<file path="config.mk">
export PLATFORM = sky130hd
export DESIGN_NAME = priv_align_check
export DESIGN_NICKNAME = d
export VERILOG_FILES = /design/src/rtl/pac_pkg.sv /design/src/rtl/pac_iopl_reg.sv /design/src/rtl/pac_priv_rules.sv /design/src/rtl/pac_misalign.sv /design/src/rtl/pac_fault_prio.sv /design/src/rtl/priv_align_check.sv
export SDC_FILE = /design/constraint.sdc
export NUM_CORES = 1
export LEC_CHECK = 0
export BUFFER_PORTS_ARGS = -buffer_cell sky130_fd_sc_hd__clkbuf_2
export CORE_MARGIN = 1
export CORE_UTILIZATION = 25
export DETAILED_ROUTE_END_ITERATION = 10
export GPL_TIMING_DRIVEN = 0
export PLACE_DENSITY = 0.84
export SETUP_SLACK_MARGIN = 0.02
export SYNTH_ARGS = -nofsm -noshare
export SYNTH_HDL_FRONTEND = slang
export SYNTH_HIERARCHICAL = 1
export SYNTH_SLANG_ARGS = --single-unit
</file>
<file path="constraint.sdc">
create_clock -name clk -period 1.59 [get_ports clk]
set_input_delay 0.0795 -clock clk [delete_from_list [all_inputs] [get_ports clk]]
set_output_delay 0.0795 -clock clk [all_outputs]
set_load 0.005 [all_outputs]
</file>
<file path="src/rtl/pac_pkg.sv">
// Package: shared encodings for the privilege and alignment check unit.
// Assumes: request kinds 6 and 7 are reserved and treated as illegal.
package pac_pkg;

    localparam int SIZE_W = 2;
    localparam int SIZE_CODES = 1 << SIZE_W;
    localparam int PL_W = 2;

    typedef enum logic [2:0] {
        K_IO       = 3'd0,
        K_FLAGS_WR = 3'd1,
        K_TSC_RD   = 3'd2,
        K_PMC_RD   = 3'd3,
        K_MEM_RD   = 3'd4,
        K_MEM_WR   = 3'd5
    } req_kind_e;

    typedef enum logic [1:0] {
        FC_NONE = 2'd0,
        FC_GP   = 2'd1,
        FC_PF   = 2'd2,
        FC_AC   = 2'd3
    } fault_code_e;

endpackage

</file>
<file path="src/rtl/pac_iopl_reg.sv">
// Module: pac_iopl_reg
// Holds the I/O privilege field. A flags write loads a new value only
// when issued at privilege level 0; otherwise the old value is kept.
// Assumes: one request per strobe cycle; synchronous active-low reset.
module pac_iopl_reg
    import pac_pkg::*;
#(
    parameter logic [PL_W-1:0] RST_VAL = '0
) (
    input  logic            clk,
    input  logic            rst_n,
    input  logic            req_valid,
    input  logic [2:0]      req_kind,
    input  logic [PL_W-1:0] cur_pl,
    input  logic [PL_W-1:0] new_val,
    output logic [PL_W-1:0] iopl_q
);

    logic load_en;

    // Purpose: accept the write only from the most privileged level.
    always_comb begin
        load_en = req_valid && (req_kind == K_FLAGS_WR) && (cur_pl == '0);
    end

    // Purpose: field storage with reset to the configured value.
    always_ff @(posedge clk) begin
        if (!rst_n) begin
            iopl_q <= RST_VAL;
        end else if (load_en) begin
            iopl_q <= new_val;
        end
    end

endmodule

</file>
<file path="src/rtl/pac_priv_rules.sv">
// Module: pac_priv_rules
// Evaluates the privilege-level rules that produce a protection fault:
// I/O level compare, time-stamp and counter read gates, reserved kinds.
// Assumes: purely combinational; inputs are stable for the request cycle.
module pac_priv_rules
    import pac_pkg::*;
(
    input  logic [2:0]      req_kind,
    input  logic [PL_W-1:0] cur_pl,
    input  logic [PL_W-1:0] iopl,
    input  logic            ctl_tsd,
    input  logic            ctl_pce,
    output logic            gp_fail
);

    logic pl_is_zero;

    // Purpose: decode the kind and apply the matching privilege rule.
    always_comb begin
        pl_is_zero = (cur_pl == '0);
        unique case (req_kind)
            K_IO:       gp_fail = (cur_pl > iopl);
            K_FLAGS_WR: gp_fail = 1'b0;
            K_TSC_RD:   gp_fail = ctl_tsd && !pl_is_zero;
            K_PMC_RD:   gp_fail = !ctl_pce && !pl_is_zero;
            K_MEM_RD,
            K_MEM_WR:   gp_fail = 1'b0;
            default:    gp_fail = 1'b1;
        endcase
    end

endmodule

</file>
<file path="src/rtl/pac_misalign.sv">
// Module: pac_misalign
// Flags an access whose address is not a multiple of its size. One low
// bit mask per size code is generated; size code n covers 2**n bytes.
// Assumes: ADDR_W is at least SIZE_CODES-1 bits wide.
module pac_misalign
    import pac_pkg::*;
#(
    parameter int ADDR_W = 32
) (
    input  logic [SIZE_W-1:0] req_size,
    input  logic [ADDR_W-1:0] req_addr,
    output logic              misaligned
);

    logic [SIZE_CODES-1:0] mis_vec;

    genvar g;
    generate
        for (g = 0; g < SIZE_CODES; g++) begin : g_size
            localparam logic [ADDR_W-1:0] LOW_MASK =
                ADDR_W'((64'd1 << g) - 64'd1);
            // Purpose: any set low address bit breaks alignment for this size.
            always_comb begin
                mis_vec[g] = |(req_addr & LOW_MASK);
            end
        end
    endgenerate

    // Purpose: select the result for the requested size.
    always_comb begin
        misaligned = mis_vec[req_size];
    end

endmodule

</file>
<file path="src/rtl/pac_fault_prio.sv">
// Module: pac_fault_prio
// Fixed-priority encoder: protection, then page, then alignment.
// Assumes: purely combinational; all-clear input yields FC_NONE.
module pac_fault_prio
    import pac_pkg::*;
(
    input  logic        gp_fail,
    input  logic        pf_fail,
    input  logic        ac_fail,
    output logic        any_fail,
    output logic [1:0]  code
);

    // Purpose: pick the highest-priority failing rule.
    always_comb begin
        any_fail = gp_fail || pf_fail || ac_fail;
        if (gp_fail) begin
            code = FC_GP;
        end else if (pf_fail) begin
            code = FC_PF;
        end else if (ac_fail) begin
            code = FC_AC;
        end else begin
            code = FC_NONE;
        end
    end

endmodule

</file>
<file path="src/rtl/priv_align_check.sv">
// Module: priv_align_check (top)
// Judges each request against the privilege, write-protect and
// alignment rules and registers one grant or one coded fault pulse.
// Assumes: req_valid is a one-cycle strobe per request; control and
// flag inputs are valid in the strobe cycle; synchronous active-low reset.
module priv_align_check
    import pac_pkg::*;
#(
    parameter int ADDR_W = 32
) (
    input  logic              clk,
    input  logic              rst_n,
    input  logic [1:0]        cur_pl,
    input  logic              flag_ac,
    input  logic              ctl_am,
    input  logic              ctl_tsd,
    input  logic              ctl_pce,
    input  logic              ctl_wp,
    input  logic              req_valid,
    input  logic [2:0]        req_kind,
    input  logic [1:0]        req_size,
    input  logic [ADDR_W-1:0] req_addr,
    input  logic              req_page_ro,
    input  logic [1:0]        req_new_iopl,
    output logic [1:0]        iopl_q,
    output logic              grant,
    output logic              fault_vld,
    output logic [1:0]        fault_code
);

    localparam logic [PL_W-1:0] USER_PL = '1;

    logic       gp_fail;
    logic       pf_fail;
    logic       ac_fail;
    logic       misaligned;
    logic       is_mem;
    logic       any_fail;
    logic [1:0] code_d;

    pac_iopl_reg #(
        .RST_VAL ('0)
    ) u_iopl (
        .clk       (clk),
        .rst_n     (rst_n),
        .req_valid (req_valid),
        .req_kind  (req_kind),
        .cur_pl    (cur_pl),
        .new_val   (req_new_iopl),
        .iopl_q    (iopl_q)
    );

    pac_priv_rules u_rules (
        .req_kind (req_kind),
        .cur_pl   (cur_pl),
        .iopl     (iopl_q),
        .ctl_tsd  (ctl_tsd),
        .ctl_pce  (ctl_pce),
        .gp_fail  (gp_fail)
    );

    pac_misalign #(
        .ADDR_W (ADDR_W)
    ) u_misalign (
        .req_size   (req_size),
        .req_addr   (req_addr),
        .misaligned (misaligned)
    );

    // Purpose: page fault and three-condition alignment trap for memory kinds.
    always_comb begin
        is_mem  = (req_kind == K_MEM_RD) || (req_kind == K_MEM_WR);
        pf_fail = (req_kind == K_MEM_WR) && ctl_wp && req_page_ro;
        ac_fail = is_mem && misaligned && flag_ac && ctl_am &&
                  (cur_pl == USER_PL);
    end

    pac_fault_prio u_prio (
        .gp_fail  (gp_fail),
        .pf_fail  (pf_fail),
        .ac_fail  (ac_fail),
        .any_fail (any_fail),
        .code     (code_d)
    );

    // Purpose: register the decision one cycle after the request strobe.
    always_ff @(posedge clk) begin
        if (!rst_n) begin
            grant      <= 1'b0;
            fault_vld  <= 1'b0;
            fault_code <= FC_NONE;
        end else begin
            grant      <= req_valid && !any_fail;
            fault_vld  <= req_valid && any_fail;
            fault_code <= req_valid ? code_d : FC_NONE;
        end
    end

endmodule

</file>
==> summary.md, run 1 <==
| Metric | Value |
|---|---|
| Register area share after synthesis | 0.322 |
| Arr. time, crit path | 1690 ps |
| Slowest stage delay, CP | 340 ps |
| Clk pin slew, worst setup/hold paths | 50 ps |
| Std-Cell Rows | 13 |
| Max VDD drop | 0.000359 V |
| Crit Path Class | reg -> reg |
| RePlAce Congestion | 0.665 |
| Mean Syn Cell Area | 8.29 um^2 |
| Yosys reg bits | 6 |
| Internal power | 0.000290 W |
| Clock Skew | 3.14 ps |
| Clock buffer depth | 2 |
| Antenna violations before repair | 0 |
| Hold path depth | 3 |
| Vias in the first global route | 390 |
| Nets@finish | 129 |
| Post-synthesis async set-or-reset flop share | 0 |
| Crit-path cells | inv_2 > ha_4 > nor2b_4 > o21ai_2 > o21ai_2 > or3_4 > and3_4 |
| Slew Limit Fails | 0 |
| Initial core utilization | 0.276 |
| Yosys Warn Count | 6 |
| Antenna cells | 0 |
| I/O pin count | 56 |
| First-pass GRT wire length | 1370 um |
| Die W | 40.6 um |
| Worst Path Max Fanout | 3 |
| CP most frequent cell | o21ai_2 |
| R2R setup slack | 30 ps |
| Setup crit start | u_iopl/iopl_q[1]$_SDFFE_PN0P_ |
| Crit-path slowest cell | or3_4 |
| Comb power frac | 0.239 |
| Top post-synthesis cells by area | dfxtp_1 32%, ha_1 6.7%, nand2_1 6.0% |
| Avg WL per Cell | 10.9 um |
| Die area | 0.00165 mm^2 |
| Largest net degree at the start of global routing | 9 |
| Clk sinks | 6 |
| Switching Share | 0.249 |
| Utilization after layout | 0.457 |
| Max Cap Violations | 0 |
| Final setup violation count | 0 |
| Share of cells above drive strength 1 | 0.600 |
| Post-synth EDFFs | 0 |
| Min-Delay Path Class | in -> reg |
| Clock network fraction of design power | 0.355 |
| First drt pass iteration count | 4 |
| Total CTS buffers | 3 |
| Multi-input gate area | 300 um^2 |
| Distinct cells, synth | 20 |
| FF-to-FF End | fault_vld$_SDFF_PN0_ |
| Area leader, netlist | dfxtp_1 |
| Status | finished, final reports clean |
| Via count | 440 |
| Post-synth top cells | 6 x dfxtp_1, 6 x nand2_1, 5 x nor2_1 |
| Area Growth Syn to Fin | 65.4% |
| CP Launch Type | flip-flop |
| Worst hold start | req_new_iopl[1] |
| CP required | 1720 ps |
| Drt initial violations | 4 |
| Hold endpoint | u_iopl/iopl_q[1]$_SDFFE_PN0P_ |
| Crit. End Element | flip-flop |
| Leakage power | 0.296 nW |
| Reg area | 123 um^2 |
| DP Wirelength | 774 um |
| Vias per cell | 4.89 |
| Final cycle utilization of the critical path | 0.983 |
| Final Total Pwr | 0.000386 W |
| Core Area | 0.00135 mm^2 |
| Reg-to-Reg Start | u_iopl/iopl_q[1]$_SDFFE_PN0P_ |
| Syn nets | 97 |
| Most used DFF post-synth | dfxtp_1 |
| Max_slew headroom | 0.817 |
| Total GRT Usage | 0.124 |
| Endpoints failing hold | 0 |
| Post-route ant nets | 0 |
| Final wirelength | 977 um |
| Pwr/cell area | 626 mW/mm^2 |
| Placed instance count | 86 |
| Drc violations | 0 |
| Sequential share of power | 0.406 |
| Non-Filler Instances | 90 |
| Tmin final | 1560 ps |
| Hold-fix buffers, CTS | 0 |
| Global route total overflow | 0 |
| CTS tree | done |
| Slew of the pin with the lowest slew margin | 273 ps |
| Htree depth | 1 |
| Port Buffers | 26 |
| Switch Pwr | 0.0000960 W |
| R2r worst-path depth | 7 |
| Yosys top cell area share | 0.322 |
| Post-synthesis cell area | 373 um^2 |
| # fillers | 145 |
| Root buf cell | clkbuf_4 |
| RSZ-0062 raised after global routing | true |
| Post-Syn Instances | 45 |
| Fmax | 640 MHz |
| Die Y | 40.6 um |
| Clock Latency Late Sink | 240 ps |
==> registers in the layout, indices dropped and copies added, names as in the netlist <==
signal,count
fault_code,2
fault_vld,1
grant,1
u_iopl/iopl_q,2
==> final cells by class <==
cell class,instances,area share
flip-flops and latches,6,0.199
multi-input cells,35,0.487
repair buffers,27,0.223
well taps,15,0.0304
clock buffers,3,0.0365
inverters,4,0.0243
==> worst max path at each step <==
stage / to / slack, ps
final: fault_vld$_SDFF_PN0_ / 30
after detailed placement: fault_vld$_SDFF_PN0_ / -60
after global routing: fault_vld$_SDFF_PN0_ / -20
after CTS: fault_vld$_SDFF_PN0_ / 30
after global placement: fault_vld$_SDFF_PN0_ / -50
after floorplan: fault_vld$_SDFF_PN0_ / 20
==> per-layer routing <==
| metal | global-route usage | routed length, um |
|---|---|---|
| met3 | 0.0543 | 96 |
| met4 | 0.0333 | 0 |
| met2 | 0.238 | 505 |
| met5 | 0 | 0 |
| met1 | 0.117 | 375 |
==> cell usage in the layout (no fill, tap or decap), drive strengths merged <==
cell and instances:
and3 3, dfxtp 6, nand2b 1, nand3 2, a2bb2oi 1, o21ai 4, nand4bb 1, mux2i 2
nand2 6, o31ai 1, a2111oi 1, nor3 2, buf 1, nor2b 1, a21o 1, inv 4
ha 2, nor2 5, clkbuf 29, a21oi 1, or3 1
==> repair_timing <==
action	in CTS	in global routing
setup buffers	1	0
gates resized for setup	3	8
endpoints found under the setup margin	4	4
pin swaps	2	4
==> kinds of logic after synthesis <==
logic type      count (synthesis)  share of synthesized area
fa+ha+maj                       2                     0.0671
compound gates                  9                      0.174
mux                             2                     0.0537
buf+inv                         4                     0.0403
flops                           6                      0.322
simple gates                   22                      0.342
==> critical path, delay by kind of cell, from the launching register on <==
family / cells / cell delay, ps
simple gates: 3 / 610
flops: 1 / 330
fa+ha+maj: 1 / 240
compound gates: 2 / 210
buf+inv: 1 / 50
==> power by group through the flow <==
| stage | Sequential (W) | Clock, W | Combinational [W] |
|---|---|---|---|
| 2_1_floorplan | 0.000160 | 0 | 0.0000308 |
| 3_3_place_gp | 0.000159 | 0 | 0.0000723 |
| 3_5_place_dp | 0.000159 | 0 | 0.0000752 |
| 4_1_cts | 0.000156 | 0.000144 | 0.0000784 |
| 5_1_grt | 0.000157 | 0.000156 | 0.000101 |
| 6_report | 0.000157 | 0.000137 | 0.0000924 |
==> through the flow <==
stage | hold slack [ps] | TNS (ps) | instance area [um^2] | worst slack [ps]
final | 69.5 | 0 | 617 | 27.6
after global routing | 54.5 | -20.9 | 617 | -20.9
after CTS | 55.0 | 0 | 566 | 34.6
after detailed placement | 322 | -127 | 522 | -64.9
after global placement | 311 | -61.4 | 522 | -45.3
after floorplan | 193 | 0 | 373 | 20.7
No activity file was read; power rests on OpenSTA's default activity.
==> inputs of run 2 (changes only) <==
--- a/config.mk
+++ b/config.mk
@@ -7,12 +7,11 @@
 export LEC_CHECK = 0
 export BUFFER_PORTS_ARGS = -buffer_cell sky130_fd_sc_hd__clkbuf_2
 export CORE_MARGIN = 1
-export CORE_UTILIZATION = 25
+export CORE_UTILIZATION = 24
 export DETAILED_ROUTE_END_ITERATION = 10
 export GPL_TIMING_DRIVEN = 0
-export PLACE_DENSITY = 0.84
+export PLACE_DENSITY = 0.83
 export SETUP_SLACK_MARGIN = 0.02
 export SYNTH_ARGS = -nofsm -noshare
 export SYNTH_HDL_FRONTEND = slang
-export SYNTH_HIERARCHICAL = 1
 export SYNTH_SLANG_ARGS = --single-unit
==> run 2 against run 1 <==
Against the previous run:
- sequential power hardly changed
- total power is 6.8% lower
- largest cell class unchanged
- hold slack better by 26 ps
- die area is 1.0% lower
- clock-buffer cell count stayed put
- setup slack better by 110 ps
- clock power hardly changed
- critical path depth is 1 lower
- via count is 11% lower
- core utilization is 6.3 points lower
- combinational power is 28% lower
- clock skew is 2.8 ps lower
==> summary.md, run 2 <==
| Metric | Value |
|---|---|
| Crit-path cells | inv_1 > ha_1 > nor2b_1 > o2111ai_1 > o311a_1 > and4_1 |
| Yosys Warn Count | 0 |
| I/O pin count | 56 |
| Post-synth top cells | 6 x dfxtp_1, 5 x nor2_1, 4 x a21oi_1, 4 x inv_1 |
| Final wirelength | 775 um |
| Regs by FF count | fault_code (2), u_iopl.iopl_q (2) |
| Die Y | 40.4 um |
| Max Cap Violations | 0 |
| Simple-gate area share of the yosys netlist | 0.332 |
| Antenna violations before repair | 0 |
| Grt met2 use | 0.250 |
| Crit-path slowest cell | dfxtp_1 |
| Most common cell in the synthesized netlist | dfxtp_1 |
| Multi-input gate area | 219 um^2 |
| Pwr/cell area | 685 mW/mm^2 |
| Global route total overflow | 0 |
| Arr. time, crit path | 1640 ps |
| Cts repair resizes | 0 |
| Post-Syn Instances | 40 |
| Max_slew headroom | 0.837 |
| Antenna cells | 0 |
| Tmin final | 1450 ps |
| GR Util met3 | 0.0833 |
| R2r worst-path depth | 6 |
| Via count | 391 |
| Global Route met1 Usage | 0.0957 |
| Commonest non-fill, non-tap cells in the layout | 26 x clkbuf_2, 6 x dfxtp_1, 5 x nor2_1 |
| Area Growth Syn to Fin | 48.4% |
| Sequential share of power | 0.436 |
| Crit Path Class | reg -> reg |
| Worst Path Max Fanout | 3 |
| Distinct cells, synth | 18 |
| Adder-Cell Fraction of Synth Area | 0.0707 |
| Avg WL per Cell | 9.23 um |
| Switch Pwr | 0.0000835 W |
| Min-Delay Path Class | in -> reg |
| Register area share after synthesis | 0.339 |
| Clk sinks | 6 |
| Clock network fraction of design power | 0.379 |
| Mean Syn Cell Area | 8.85 um^2 |
| Port Buffers | 26 |
| Slew Limit Fails | 0 |
| Hold endpoint | u_iopl.iopl_q[1]$_SDFFE_PN0P_ |
| Std-Cell Rows | 13 |
| R2R setup slack | 140 ps |
| Fmax | 687 MHz |
| Switching Share | 0.232 |
| Placed instance count | 81 |
| Top post-synthesis cells by area | dfxtp_1 34%, ha_1 7.1%, nor4_4 6.0% |
| Main combinational cell family by area after synthesis | simple AND/OR/NAND/NOR gates |
| Clock Latency Late Sink | 240 ps |
| Crit. End Element | flip-flop |
| Most common cell after layout, fill and taps aside | clkbuf_2 |
| Number of stages on the worst setup path | 6 |
| CP Launch Type | flip-flop |
| CP delay by family, top | compound AO/OA/AOI/OAI gates |
| CP required | 1770 ps |
| Drt initial violations | 2 |
| Clk pin slew, worst setup/hold paths | 40 ps |
| FF-to-FF End | grant$_SDFF_PN0_ |
| Post-route ant nets | 0 |
| Post-synth EDFFs | 0 |
| Worst hold start | req_new_iopl[1] |
| Reg-to-Reg Start | u_iopl.iopl_q[1]$_SDFFE_PN0P_ |
| Clock Skew | 0.328 ps |
| Post-synthesis async set-or-reset flop share | 0 |
| Compound-Gate Fraction of Synth Area | 0.159 |
| RePlAce Congestion | 0.741 |
| Total CTS buffers | 3 |
| Hold-fix buffers, CTS | 0 |
| Htree depth | 1 |
| CTS tree | done |
| Vias per cell | 4.65 |
| Drc violations | 0 |
| Internal power | 0.000276 W |
| Status | finished, final reports clean |
| Endpoints failing hold | 0 |
| Syn nets | 92 |
| Yosys top cell area share | 0.339 |
| Multiplexer share of the synthesized area | 0.0565 |
| Yosys reg bits | 6 |
| Buffers and inverters on the worst path | 1 |
| Placed Instance Area | 503 um^2 |
| Top Usage Layer GRT | met2 |
| Total GRT Usage | 0.129 |
| DP Wirelength | 704 um |
| Largest net degree at the start of global routing | 5 |
| Die W | 40.4 um |
| Non-Filler Instances | 84 |
| RSZ-0062 raised after global routing | false |
| Vias in the first global route | 375 |
| Hold path depth | 3 |
| Most used DFF post-synth | dfxtp_1 |
| Die area | 0.00163 mm^2 |
| Setup Buffers After CTS | 0 |
| Comb power frac | 0.186 |
| Root buf cell | clkbuf_4 |
| First-pass GRT wire length | 1300 um |
| Synth Area in XOR/XNOR | 0 |
| Share of cells above drive strength 1 | 0.464 |
| Leakage power | 0.276 nW |
| Slowest stage delay, CP | 350 ps |
| Final instance area | 526 um^2 |
| First drt pass iteration count | 2 |
| Core Area | 0.00133 mm^2 |
| Utilization after layout | 0.394 |
| Slew of the pin with the lowest slew margin | 244 ps |
| Initial core utilization | 0.265 |
| Area leader, netlist | dfxtp_1 |
| Final setup violation count | 0 |
| Post-synthesis cell area | 354 um^2 |
| Clock buffer depth | 2 |
| Setup TNS | 0 ps |
| Reg area | 120 um^2 |
| # fillers | 148 |
| Max VDD drop | 0.000430 V |
| Nets@finish | 123 |
| Final cycle utilization of the critical path | 0.915 |
-- run 2: cell families after synthesis --
logic type / count (synthesis)
simple gates: 18
compound gates: 8
flops: 6
buf+inv: 4
mux: 2
fa+ha+maj: 2
-- run 2: worst register-to-register path, stage by stage (launching register included) --
cell       delay (ps)
dfxtp_1           350
inv_1              50
ha_1              280
nor2b_1           130
o2111ai_1         170
o311a_1           230
and4_1            190
-- run 2: layout make-up --
| type | count | area share |
|---|---|---|
| Timing Repair Buffer | 26 | 0.248 |
| Inverter | 4 | 0.0286 |
| Tap cell | 15 | 0.0357 |
| Clock buffer | 3 | 0.0429 |
| Sequential cell | 6 | 0.229 |
| Multi-Input combinational cell | 30 | 0.417 |
-- run 2: how the worst max path moves through the flow --
stage | start | endpoint | slack (ps)
6_report | u_iopl.iopl_q[1]$_SDFFE_PN0P_ | grant$_SDFF_PN0_ | 140
3_5_place_dp | u_iopl.iopl_q[1]$_SDFFE_PN0P_ | grant$_SDFF_PN0_ | 150
4_1_cts | u_iopl.iopl_q[1]$_SDFFE_PN0P_ | grant$_SDFF_PN0_ | 110
5_1_grt | u_iopl.iopl_q[1]$_SDFFE_PN0P_ | grant$_SDFF_PN0_ | 40
2_1_floorplan | u_iopl.iopl_q[1]$_SDFFE_PN0P_ | grant$_SDFF_PN0_ | 220
3_3_place_gp | u_iopl.iopl_q[1]$_SDFFE_PN0P_ | grant$_SDFF_PN0_ | 150
-- run 2: layer usage --
metal | up-vias | part of all wire
met5 | - | 0
met4 | 0 | 0
met3 | 0 | 0.12
met2 | 21 | 0.52
met1 | 168 | 0.35
li1 | 202 | -
-- run 2: metrics by stage --
step	setup WS, ps	power, W	hold WS (ps)
2_1_floorplan	215	0.000188	208
3_3_place_gp	148	0.000225	335
3_5_place_dp	148	0.000227	346
4_1_cts	113	0.000369	91.0
5_1_grt	37.0	0.000397	108
6_report	135	0.000360	95.2
-- run 2: power by group through the flow --
stage	Clock (W)	Sequential, W	Combinational, W
floorplan	0	0.000160	0.0000281
global placement	0	0.000159	0.0000657
detailed placement	0	0.000160	0.0000676
CTS	0.000144	0.000157	0.0000679
global route	0.000164	0.000157	0.0000760
finish	0.000136	0.000157	0.0000668
==> inputs of run 3 (changes only) <==
--- a/config.mk
+++ b/config.mk
@@ -7,10 +7,10 @@
 export LEC_CHECK = 0
 export BUFFER_PORTS_ARGS = -buffer_cell sky130_fd_sc_hd__clkbuf_2
 export CORE_MARGIN = 1
-export CORE_UTILIZATION = 24
+export CORE_UTILIZATION = 25
+export CTS_BUF_LIST = sky130_fd_sc_hd__clkbuf_4 sky130_fd_sc_hd__clkbuf_8
 export DETAILED_ROUTE_END_ITERATION = 10
-export GPL_TIMING_DRIVEN = 0
-export PLACE_DENSITY = 0.83
+export PLACE_DENSITY = 0.86
 export SETUP_SLACK_MARGIN = 0.02
 export SYNTH_ARGS = -nofsm -noshare
 export SYNTH_HDL_FRONTEND = slang
==> run 3 against run 2 <==
Against the previous run:
- register-to-register slack barely moved
- fmax rose by 0.41%
- first-iteration DRC count rose by 50%
- clock power barely moved
- final cell count did not move
- global-route usage rose by 0.66 points
- combinational power rose by 0.9%
- cell area did not move
- sequential share of layout area did not move
- critical path type unchanged
- largest cell class unchanged
==> summary.md, run 3 (synthesis gave the netlist of run 2 again) <==
| Metric | Value |
|---|---|
| Placed Instance Area | 503 um^2 |
| Std-Cell Rows | 13 |
| Setup Buffers After CTS | 0 |
| Status | finished, final reports clean |
| RePlAce Congestion | 0.761 |
| CTS tree | done |
| Vias in the first global route | 361 |
| Leakage power | 0.276 nW |
| Max_slew headroom | 0.836 |
| Min-Delay Path Class | in -> reg |
| Switching Share | 0.236 |
| FF-to-FF End | grant$_SDFF_PN0_ |
| Avg WL per Cell | 9.54 um |
| Setup crit start | u_iopl.iopl_q[1]$_SDFFE_PN0P_ |
| First-pass GRT wire length | 1290 um |
| Fmax | 690 MHz |
| Pre-CTS WS | 163 ps |
| Clock Skew | 3.65 ps |
| Clock buffer depth | 2 |
| Drc violations | 0 |
| Slew Limit Fails | 0 |
| Tmin final | 1450 ps |
| Drt initial violations | 3 |
| Slew of the pin with the lowest slew margin | 246 ps |
| Clock Latency Late Sink | 240 ps |
| Clk sinks | 6 |
| Arr. time, crit path | 1640 ps |
| Internal power | 0.000276 W |
| Die area | 0.00157 mm^2 |
| Crit-path cells | inv_1 > ha_1 > nor2b_1 > o2111ai_1 > o311a_1 > and4_1 |
| Total CTS buffers | 3 |
| Comb power frac | 0.186 |
| Antenna cells | 0 |
| Port Buffers | 26 |
| Reg-to-Reg Start | u_iopl.iopl_q[1]$_SDFFE_PN0P_ |
| Total GRT Usage | 0.135 |
| Fin worst setup slack | 141 ps |
| Htree depth | 1 |
| Worst hold slack | 97.9 ps |
| Clk pin slew, worst setup/hold paths | 50 ps |
| Antenna violations before repair | 0 |
| Final wirelength | 801 um |
| Setup TNS | 0 ps |
| Vias per cell | 4.70 |
| CP required | 1780 ps |
| Share of cells above drive strength 1 | 0.464 |
| Final instance area | 526 um^2 |
| Nets@finish | 123 |
| Initial core utilization | 0.272 |
| DP Wirelength | 723 um |
| Max Cap Violations | 0 |
| I/O pin count | 56 |
| Global route total overflow | 0 |
| Crit-path slowest cell | dfxtp_1 |
| Slowest stage delay, CP | 340 ps |
| Final cycle utilization of the critical path | 0.911 |
| Crit Path Class | reg -> reg |
| Max VDD drop | 0.000230 V |
| Crit. End Element | flip-flop |
| Worst Path Max Fanout | 3 |
| Most common cell after layout, fill and taps aside | clkbuf_2 |
| Post-route ant nets | 0 |
| R2r worst-path depth | 6 |
| Root buf cell | clkbuf_4 |
| Switch Pwr | 0.0000855 W |
| Die Y | 39.6 um |
| RSZ-0062 raised after global routing | false |
| Cts repair resizes | 0 |
| CP Launch Type | flip-flop |
| Die W | 39.6 um |
| Worst hold start | rst_n |
| Core Area | 0.00130 mm^2 |
| First drt pass iteration count | 4 |
| Commonest non-fill, non-tap cells in the layout | 26 x clkbuf_2, 6 x dfxtp_1, 5 x nor2_1 |
| Worst setup path end | grant$_SDFF_PN0_ |
| Pwr/cell area | 689 mW/mm^2 |
| Sequential share of power | 0.434 |
| Via count | 395 |
| Clock network fraction of design power | 0.380 |
| Largest net degree at the start of global routing | 5 |
| Regs by FF count | fault_code (2), u_iopl.iopl_q (2) |
| Area Growth Syn to Fin | 48.4% |
| R2R setup slack | 140 ps |
| Final setup violation count | 0 |
| Endpoints failing hold | 0 |
| Hold-fix buffers, CTS | 0 |
[run 3: cell counts in the layout (fill, tap and decap cells not counted)]
No cell type changed its count.
[run 3: critical path, delay by kind of cell, from the launching register on]
family | cells | cell delay, ps
AOI/OAI and AO/OA | 2 | 410
adders and majority gates | 1 | 280
buffers and inverters | 1 | 50
DFF | 1 | 340
and+or+nand+nor | 2 | 320
[run 3: metrics by stage]
| stage | instances | util | power, W |
|---|---|---|---|
| finish | 84 | 0.404 | 0.000362 |
| global route | 84 | 0.404 | 0.000390 |
| CTS | 84 | 0.404 | 0.000371 |
| detailed placement | 81 | 0.387 | 0.000228 |
| global placement | 81 | 0.387 | 0.000225 |
| floorplan | 40 | - | 0.000188 |
[run 3: metal layers]
layer	part of all wire	wire, um	track usage
met5	0	0	0
met4	0.021	17	0.103
met3	0.10	81	0.0682
met2	0.47	379	0.230
met1	0.40	323	0.119
[run 3: area by class of cell]
class	instances	area [um^2]
inverters	4	15.0
multi-input cells	30	219
clock buffers	3	22.5
flip-flops and latches	6	120
fillers	148	776
repair buffers	26	130
well taps	15	18.8
[run 3: worst min path at each step]
stage               slack (ps)                            end  depth (start not counted)
detailed placement         350  u_iopl.iopl_q[0]$_SDFFE_PN0P_                          2
global placement           330  u_iopl.iopl_q[0]$_SDFFE_PN0P_                          3
CTS                        100  u_iopl.iopl_q[0]$_SDFFE_PN0P_                          2
finish                     100  u_iopl.iopl_q[1]$_SDFFE_PN0P_                          2
floorplan                  210  u_iopl.iopl_q[0]$_SDFFE_PN0P_                          1
global route               110  u_iopl.iopl_q[1]$_SDFFE_PN0P_                          2
[run 3: power by group through the flow]
| stage | Combinational (W) | Sequential, W | Clock [W] |
|---|---|---|---|
| 2_1_floorplan | 0.0000281 | 0.000160 | 0 |
| 3_3_place_gp | 0.0000656 | 0.000159 | 0 |
| 3_5_place_dp | 0.0000678 | 0.000160 | 0 |
| 4_1_cts | 0.0000680 | 0.000157 | 0.000146 |
| 5_1_grt | 0.0000757 | 0.000157 | 0.000157 |
| 6_report | 0.0000674 | 0.000157 | 0.000138 |
